$ cat config.mk
export PLATFORM = sky130hd
export DESIGN_NAME = sys_ctl_regs
export DESIGN_NICKNAME = d
export VERILOG_FILES = /design/src/rtl/sysctl_pkg.sv /design/src/rtl/sysctl_ctrl.sv /design/src/rtl/sysctl_dpath.sv /design/src/rtl/sys_ctl_regs.sv
export SDC_FILE = /design/constraint.sdc
export NUM_CORES = 1
export LEC_CHECK = 0
export BUFFER_PORTS_ARGS = -buffer_cell sky130_fd_sc_hd__buf_2
export CAP_MARGIN = 20
export CELL_PAD_IN_SITES_DETAIL_PLACEMENT = 1
export CELL_PAD_IN_SITES_GLOBAL_PLACEMENT = 1
export CORE_MARGIN = 2
export CORE_UTILIZATION = 40
export CTS_BUF_LIST = sky130_fd_sc_hd__clkbuf_8
export DETAILED_ROUTE_END_ITERATION = 7
export GPL_TIMING_DRIVEN = 0
export PLACE_DENSITY_LB_ADDON = 0.1
export SLEW_MARGIN = 20
export SYNTH_ARGS = -nofsm -noshare
export SYNTH_HDL_FRONTEND = slang
export SYNTH_SLANG_ARGS = --single-unit
$ cat constraint.sdc
create_clock -name clk -period 8.4 [get_ports clk]
set_clock_uncertainty 0.15 [all_clocks]
set_input_delay 1.68 -clock clk [delete_from_list [all_inputs] [get_ports clk]]
set_output_delay 1.68 -clock clk [all_outputs]
set_load 0.02 [all_outputs]
$ cat src/rtl/sysctl_pkg.sv
package sysctl_pkg;
  parameter int GP_LANES    = 3;
  parameter int STORE_BYTES = 8;
  parameter int SUB_LINES   = 8;
  localparam int GP_W  = GP_LANES * 8;
  localparam int IDX_W = $clog2(STORE_BYTES);
  localparam int SLOTS = 1 << IDX_W;

  localparam logic [7:0] OFF_REV   = 8'h08;
  localparam logic [7:0] OFF_STAT  = 8'h50;
  localparam logic [7:0] OFF_MASK  = 8'h52;
  localparam logic [7:0] OFF_GPDAT = 8'h78;
  localparam logic [7:0] OFF_GPOE  = 8'h7C;
  localparam logic [7:0] OFF_STORE = 8'h98;
  localparam logic [7:0] REV_LO    = 8'h03;

  typedef enum logic [2:0] {
    RD_ZERO, RD_REV, RD_STAT, RD_MASK, RD_DAT, RD_OE, RD_STORE
  } rdSel_e;

  typedef struct packed {
    logic                   wrStat;
    logic                   wrMask;
    logic [GP_LANES-1:0]    wrDat;
    logic [GP_LANES-1:0]    wrOe;
    logic [STORE_BYTES-1:0] wrStore;
    logic                   rdEn;
    rdSel_e                 rdSel;
    logic [IDX_W-1:0]       idx;
  } strb_t;
endpackage

$ cat src/rtl/sysctl_ctrl.sv
module sysctl_ctrl
  import sysctl_pkg::*;
(
  input  logic       wrStb,
  input  logic       rdStb,
  input  logic [7:0] addr,
  output strb_t      strb
);
  always_comb begin
    strb       = '0;
    strb.rdSel = RD_ZERO;
    strb.rdEn  = rdStb;
    if (addr == OFF_REV) begin
      strb.rdSel = RD_REV;
    end else if (addr == OFF_STAT) begin
      strb.rdSel  = RD_STAT;
      strb.wrStat = wrStb;
    end else if (addr == OFF_MASK) begin
      strb.rdSel  = RD_MASK;
      strb.wrMask = wrStb;
    end
    for (int i = 0; i < GP_LANES; i++) begin
      if (addr == OFF_GPDAT + 8'(i)) begin
        strb.rdSel    = RD_DAT;
        strb.idx      = IDX_W'(i);
        strb.wrDat[i] = wrStb;
      end
      if (addr == OFF_GPOE + 8'(i)) begin
        strb.rdSel   = RD_OE;
        strb.idx     = IDX_W'(i);
        strb.wrOe[i] = wrStb;
      end
    end
    for (int i = 0; i < STORE_BYTES; i++) begin
      if (addr == OFF_STORE + 8'(i)) begin
        strb.rdSel      = RD_STORE;
        strb.idx        = IDX_W'(i);
        strb.wrStore[i] = wrStb;
      end
    end
  end

  // R10 guard: an offset outside every window must raise no write strobe
  logic mapped;
  always_comb begin
    mapped = (addr == OFF_STAT) || (addr == OFF_MASK) ||
             (addr >= OFF_GPDAT && addr < OFF_GPDAT + 8'(GP_LANES)) ||
             (addr >= OFF_GPOE  && addr < OFF_GPOE  + 8'(GP_LANES)) ||
             (addr >= OFF_STORE && addr < OFF_STORE + 8'(STORE_BYTES));
    if (!mapped)
      a_r10_unmapped_no_write: assert (!strb.wrStat && !strb.wrMask &&
        strb.wrDat == '0 && strb.wrOe == '0 && strb.wrStore == '0);
  end
endmodule

$ cat src/rtl/sysctl_dpath.sv
module sysctl_dpath
  import sysctl_pkg::*;
(
  input  logic                 clk,
  input  logic                 rstN,
  input  strb_t                strb,
  input  logic [7:0]           wdata,
  input  logic [SUB_LINES-1:0] subIrq,
  output logic [7:0]           rdData,
  output logic                 hostIrq,
  output logic [GP_W-1:0]      gpioLevel,
  output logic [GP_W-1:0]      gpioChg
);
  logic [SUB_LINES-1:0] statusR, maskR, subPrev, subDiff, statBase;
  logic [GP_W-1:0]      datR, oeR, levelR, chgR, eff;
  logic [7:0]           storeR [STORE_BYTES];
  logic [7:0]           datLane [SLOTS];
  logic [7:0]           oeLane  [SLOTS];
  logic [7:0]           rdVal, rdR;

  // interrupt status: a level change on a line wins over a direct write
  assign subDiff  = subIrq ^ subPrev;
  assign statBase = strb.wrStat ? wdata[SUB_LINES-1:0] : statusR;

  always_ff @(posedge clk) begin
    if (!rstN) begin
      statusR <= '0;
      maskR   <= '0;
      subPrev <= '0;
    end else begin
      subPrev <= subIrq;
      statusR <= (statBase & ~subDiff) | (subIrq & subDiff);
      if (strb.wrMask) maskR <= wdata[SUB_LINES-1:0];
    end
  end

  assign hostIrq = |(statusR & maskR);

  // output port lanes
  for (genvar g = 0; g < GP_LANES; g++) begin : gLane
    always_ff @(posedge clk) begin
      if (!rstN) begin
        datR[g*8 +: 8] <= '0;
        oeR[g*8 +: 8]  <= '0;
      end else begin
        if (strb.wrDat[g]) datR[g*8 +: 8] <= wdata;
        if (strb.wrOe[g])  oeR[g*8 +: 8]  <= wdata;
      end
    end
  end

  for (genvar g = 0; g < SLOTS; g++) begin : gSlot
    if (g < GP_LANES) begin : gUsed
      assign datLane[g] = datR[g*8 +: 8];
      assign oeLane[g]  = oeR[g*8 +: 8];
    end else begin : gPad
      assign datLane[g] = '0;
      assign oeLane[g]  = '0;
    end
  end

  assign eff = datR & oeR;

  always_ff @(posedge clk) begin
    if (!rstN) begin
      levelR <= '0;
      chgR   <= '0;
    end else begin
      levelR <= eff;
      chgR   <= eff ^ levelR;
    end
  end

  assign gpioLevel = levelR;
  assign gpioChg   = chgR;

  // clock / PLL storage
  for (genvar g = 0; g < STORE_BYTES; g++) begin : gStore
    always_ff @(posedge clk) begin
      if (!rstN)               storeR[g] <= '0;
      else if (strb.wrStore[g]) storeR[g] <= wdata;
    end
  end

  // read path
  always_comb begin
    rdVal = '0;
    case (strb.rdSel)
      RD_REV:   rdVal = (strb.idx == '0) ? REV_LO : 8'h00;
      RD_STAT:  rdVal = 8'(statusR);
      RD_MASK:  rdVal = 8'(maskR);
      RD_DAT:   rdVal = datLane[strb.idx];
      RD_OE:    rdVal = oeLane[strb.idx];
      RD_STORE: rdVal = storeR[strb.idx];
      default:  rdVal = '0;
    endcase
  end

  always_ff @(posedge clk) begin
    if (!rstN)          rdR <= '0;
    else if (strb.rdEn) rdR <= rdVal;
  end
  assign rdData = rdR;

  // assertions
  for (genvar g = 0; g < SUB_LINES; g++) begin : gStatChk
    a_r3_status_follows: assert property (@(posedge clk) disable iff (!rstN)
      (subIrq[g] != subPrev[g]) |=> (statusR[g] == $past(subIrq[g])));
  end

  a_r4_masked_rise_irq: assert property (@(posedge clk) disable iff (!rstN)
    ((|(subIrq & ~subPrev & maskR)) && !strb.wrMask) |=> hostIrq);

  for (genvar g = 0; g < GP_LANES; g++) begin : gLaneChk
    a_r8_lane_kept: assert property (@(posedge clk) disable iff (!rstN)
      !strb.wrDat[g] |=> $stable(datR[g*8 +: 8]));
  end

  a_r7_no_write_no_event: assert property (@(posedge clk) disable iff (!rstN)
    (strb.wrDat == '0 && strb.wrOe == '0) |=> ##1 (gpioChg == '0));
endmodule

$ cat src/rtl/sys_ctl_regs.sv
module sys_ctl_regs
  import sysctl_pkg::*;
(
  input  logic                 clk,
  input  logic                 rstN,
  input  logic                 wrStb,
  input  logic                 rdStb,
  input  logic [7:0]           addr,
  input  logic [7:0]           wdata,
  input  logic [SUB_LINES-1:0] subIrq,
  output logic [7:0]           rdData,
  output logic                 hostIrq,
  output logic [GP_W-1:0]      gpioLevel,
  output logic [GP_W-1:0]      gpioChg
);
  strb_t strb;

  sysctl_ctrl i_ctrl (
    .wrStb (wrStb),
    .rdStb (rdStb),
    .addr  (addr),
    .strb  (strb)
  );

  sysctl_dpath i_dpath (
    .clk       (clk),
    .rstN      (rstN),
    .strb      (strb),
    .wdata     (wdata),
    .subIrq    (subIrq),
    .rdData    (rdData),
    .hostIrq   (hostIrq),
    .gpioLevel (gpioLevel),
    .gpioChg   (gpioChg)
  );
endmodule

=== After elaboration in Yosys (flattened, before gate mapping) ===
Memory sizes are Yosys's and may differ from the RTL's.
Index checks and enable logic that the tools add are counted.

* Latch bits: 0
* RAM bits: 64
* Memories kept: 1
* Output and inout port bits: 57
* Word-level logic and storage cells: 133
* Bits in read-only memories: 0
* Input port bits: 28
* Register bits: 128

{| class="wikitable"
|+ Memory list
! memory !! words !! width !! rd ports !! clocked after memory_dff !! write ports !! RTL line !! RTL
|-
| i_dpath.storeR || 8 || 8 || 1 || 0 || 8 || sysctl_dpath.sv:16 || <nowiki>logic [7:0] storeR [STORE_BYTES];</nowiki>
|}

* $mul: 0
* Equality and inequality tests: 23
* Reduce and logical (&&, ||, !) cells: 2
* Magnitude comparators: 1
* Bitwise operators: 17
* Add/sub/neg operators: 0
* Mux-type cells: 77
* Div/mod/pow operators: 0
* Shift-type cells: 0

{| class="wikitable"
|+ Operators by type and width
! cell !! count
|-
| $mux 8 || 13
|-
| $mux 6 || 14
|-
| $eq 8x7->1 const B || 8
|-
| $eq 8x8->1 const B || 8
|-
| $bmux 8 s3 || 2
|-
| $pmux 8 s6 || 1
|-
| $mux 1 || 42
|-
| $and 24x24->24 || 1
|-
| $and 8x8->8 || 3
|-
| $xor 24x24->24 || 1
|-
| $eq 3x3->1 const B || 3
|-
| $eq 8x4->1 const B || 1
|-
| $not 8->8 || 1
|-
| $or 1x1->1 || 8
|-
| $or 8x8->8 || 1
|-
| $reduce_or 8->1 || 1
|-
| $xor 8x8->8 || 1
|-
| $eq 3x2->1 const B || 2
|-
| $mux 2 || 3
|-
| $mux 3 || 2
|-
| $ge 4x4->1 const B || 1
|-
| $not 3->4 || 1
|-
| $eq 3x1->1 const B || 1
|-
| $logic_not 3->1 || 1
|}

=== Longest topological paths before layout ===
* Depth after elaboration: 23
* Mapped depth: 9
* Mapped depth without buffers: 6

=== Cells and area by module ===
A second synthesis with hierarchy kept.

* Cell total of the unflattened synthesis: 760
* Area, all modules: 8573.2 µm²

{| class="wikitable"
|+ Modules (own cells, without submodules)
! module !! area each (µm²) !! instances !! cells an instance
|-
| sysctl_dpath || 8305.5 || 1 || 714
|-
| sysctl_ctrl || 267.8 || 1 || 46
|}

=== Worst setup path after synthesis ===
OpenSTA, ideal clock, no wires.

* Kind: input port to flip-flop
* Start point: in addr[1]
* End point: mem i_dpath.storeR[7][0] (enable)
* Stages on the path: 5
* Buffers on the path: 3
* Data required time: 7.866 ns
* Data arrival time: 3.303 ns
* Slack: 4.563 ns
* Cells stage by stage: clkbuf_1 -> buf_2 -> clkbuf_1 -> nand2_1 -> o21ai_0

{| class="wikitable"
|+ RTL lines
! what !! RTL line !! RTL
|-
| from (decl) || sys_ctl_regs.sv:8 || <nowiki>input logic [7:0] addr,</nowiki>
|-
| to (decl) || sysctl_dpath.sv:16 ||
|}

==> run metrics <==
remaining antenna violation count=0; synth top area cells=dfxtp_1, edfxtp_1, mux2i_1, and2_1, nand2_1; Max VDD drop=0.0000912 V; CP peak stage delay=roughly 0.73 ns; Setup TNS Final=0 ns; syn nets=roughly 850; predominant post-synthesis flop cell=dfxtp_1; clock-pin slew on the worst setup and hold paths=0.10 ns; post-synth top area share=0.298; Resized Gates After CTS=0; fraction of layout instances using a drive strength above 1=0.161; Die Height=151 um; initial antenna violation count=1; CTS sink count=roughly 190; Yosys reg bits=approximately 190; slew of the pin with the lowest slew margin=about 0.94 ns; largest net degree at the start of global routing=18; Hold Path Depth=2; Die Area=~23000 um2; CTS max path bufs=2; syn_area_per_cell=~11 um2; CTS buffer count=17; port buffer count=80; Tmin final=4.17 ns; Antenna Diode Count=0; post-route cell area=~9700 um2; fillcell total=around 2300; WL/cell=around 22 um; cell taking the most area after synthesis=dfxtp_1; Initial Util=0.409; Final #Nets=944; number of global-route vias before repair=6779; Reg2Reg Depth=5; worst r2r dst=i_dpath.rdData[2]; worst min path class=register to register; drc violations=0; # hold bufs at CTS=0; mapped cell area=roughly 8600 um2; Pwr Density=178 nW/um2; post-synth cell types=64; status=finished, final reports clean; All-Layer GR Usage=0.242; Max Freq=240 MHz; slowest CP cell=o21ai_1; Post-Route WL=about 27 mm; hold_sp=i_dpath.datLane[62]; minimum hold slack=between 0.3 and 0.4 ns; P_leak=3.72 nW; WP data required=8.36 ns; die width=151 um; flop-to-flop setup slack=around 6.4 ns; Critical Path AT=4.13 ns; Power Total=roughly 0.0017 W; Cells after Synth=about 820; yosys warns=0; Tcrit/Tclk final=0.496; DRT iter0 DRCs=~530; final setup fails=0; TritonRoute pass-1 iters=8; P&R area growth vs syn=13.4%; WS Path Type=primary input to register; via count=approximately 6600; Via density=between 5 and 6; post-detail-place hpwl=around 20 mm; DP Area=approximately 9300 um2; H-tree levels=4; final hold viol count=0; CTS tree=done; Worst-Skew Late Latency=just under 0.5 ns; root buffer selected by CTS=clkbuf_8; global-route wire length before repair=about 40 mm; number of setup buffers added after CTS=0; CP startpoint kind=primary input; Top Ports=85; core area=between 20000 and 25000 um2; unrepaired setup endpoints after global routing=no; register area share after synthesis=0.522; Final Max Slew Viols=0; EDFF count, synth=64; max-cap violations=0; Rows=53; Critical Path End Type=register; crit path cell chain=buf_2, clkbuf_1, buf_2, clkbuf_1, nand2_1, o21ai_1; GPL Wtd Cong=around 0.88; critical-path maximum fanout=10; gr ovfl total=0; Min-Delay Endpoint=i_dpath.datLane[62]; Slew headroom=0.370; FFs w/ async S/R, synth=0
==> sequential cells by signal, summed over array words and instances, names as in the netlist, named ones only <==
signal             flops
i_dpath.oeLane        24
i_dpath.maskR          8
i_dpath.datLane       24
i_dpath.subPrev        8
i_dpath.rdData         8
i_dpath.gpioChg       24
i_dpath.storeR        64
i_dpath.gpioLevel     24
==> critical path, delay by kind of cell <==
family          cells  cell delay [ns]
buf+inv             4             1.49
simple gates        1             0.22
compound gates      1             0.73
==> area by class of cell <==
class,instances,area (um2),area share
flip-flops and latches,192,4480,0.460
multi-input cells,564,3840,0.395
repair buffers,80,400,0.0411
well taps,275,344,0.0353
clock buffers,20,275,0.0283
plain buffers,50,225,0.0231
clock inverters,11,128,0.0131
inverters,11,41.3,0.00424
==> worst max path at each step <==
stage | from | end | slack [ns] | cells after the start
global placement | addr[1] | i_dpath.storeR[7][4] | 3.55 | 6
floorplan | addr[1] | i_dpath.storeR[7][0] | 4.56 | 5
detailed placement | addr[1] | i_dpath.storeR[7][5] | 3.74 | 6
finish | addr[1] | i_dpath.storeR[3][6] | 4.23 | 6
global route | addr[1] | i_dpath.storeR[3][6] | 4.10 | 6
CTS | addr[1] | i_dpath.storeR[7][3] | 4.28 | 6
==> layout by cell type, fill, tap and decap left out, drive strengths merged, types with 6 or more instances in the layout <==
| master | n |
|---|---|
| a21oi | 8 |
| o2bb2ai | 9 |
| nor2 | 32 |
| mux2i | 67 |
| maj3 | 7 |
| nand2 | 84 |
| nor2b | 40 |
| inv | 18 |
| dfxtp | 128 |
| buf | 96 |
| and3 | 30 |
| and2 | 99 |
| nor3 | 9 |
| a22oi | 11 |
| xnor2 | 24 |
| o21ai | 17 |
| edfxtp | 64 |
| clkbuf | 54 |
| a21boi | 25 |
| nand3 | 33 |
| mux4 | 6 |
==> power breakdown <==
| group | internal, W | switching (W) |
|---|---|---|
| Clock | 0.000292 | 0.000350 |
| Combinational | 0.0000340 | 0.0000761 |
| Sequential | 0.000978 | 0.00000835 |
==> stage by stage <==
stage / setup slack (ns) / utilization / instances
after CTS: 4.28 / 0.463 / 1203
after floorplan: 4.56 / - / 817
after detailed placement: 3.74 / 0.444 / 1172
final: 4.23 / 0.463 / 1203
after global placement: 3.55 / 0.444 / 1172
after global routing: 4.10 / 0.463 / 1203
==> synthesized netlist by cell type (4+ instances only) <==
master     count
dfxtp_1      128
and2_1        99
nand2_1       84
mux2i_1       67
edfxtp_1      64
nor2b_1       40
clkbuf_1      34
nand3_1       32
and3_1        30
nor2_1        30
xnor2_1       24
a21boi_0      23
o21ai_0       13
buf_2         12
a22oi_1       11
inv_1         10
o2bb2ai_1      9
a21oi_1        7
maj3_1         7
mux4_2         6
a2111oi_0      5
a211oi_1       5
mux2_2         5
nor3_1         5
o21ai_1        4
o221ai_1       4
==> layer usage <==
metal	track usage	wire, um	vias to the layer above
met5	0	0	-
met4	0.0887	749	0
met3	0.0373	1250	51
met2	0.399	12700	201
met1	0.321	11900	3287
li1	-	-	3068
==> logic make-up (layout without fill, tap and decap cells) <==
family	Yosys count	after routing	share of synthesized area
xor+xnor	24	24	0.0245
flops	192	192	0.522
mux	78	78	0.100
fa+ha+maj	7	7	0.00816
simple gates	346	346	0.222
compound gates	109	109	0.0924
buf+inv	61	172	0.0310
No activity file was read; power rests on OpenSTA's default activity.
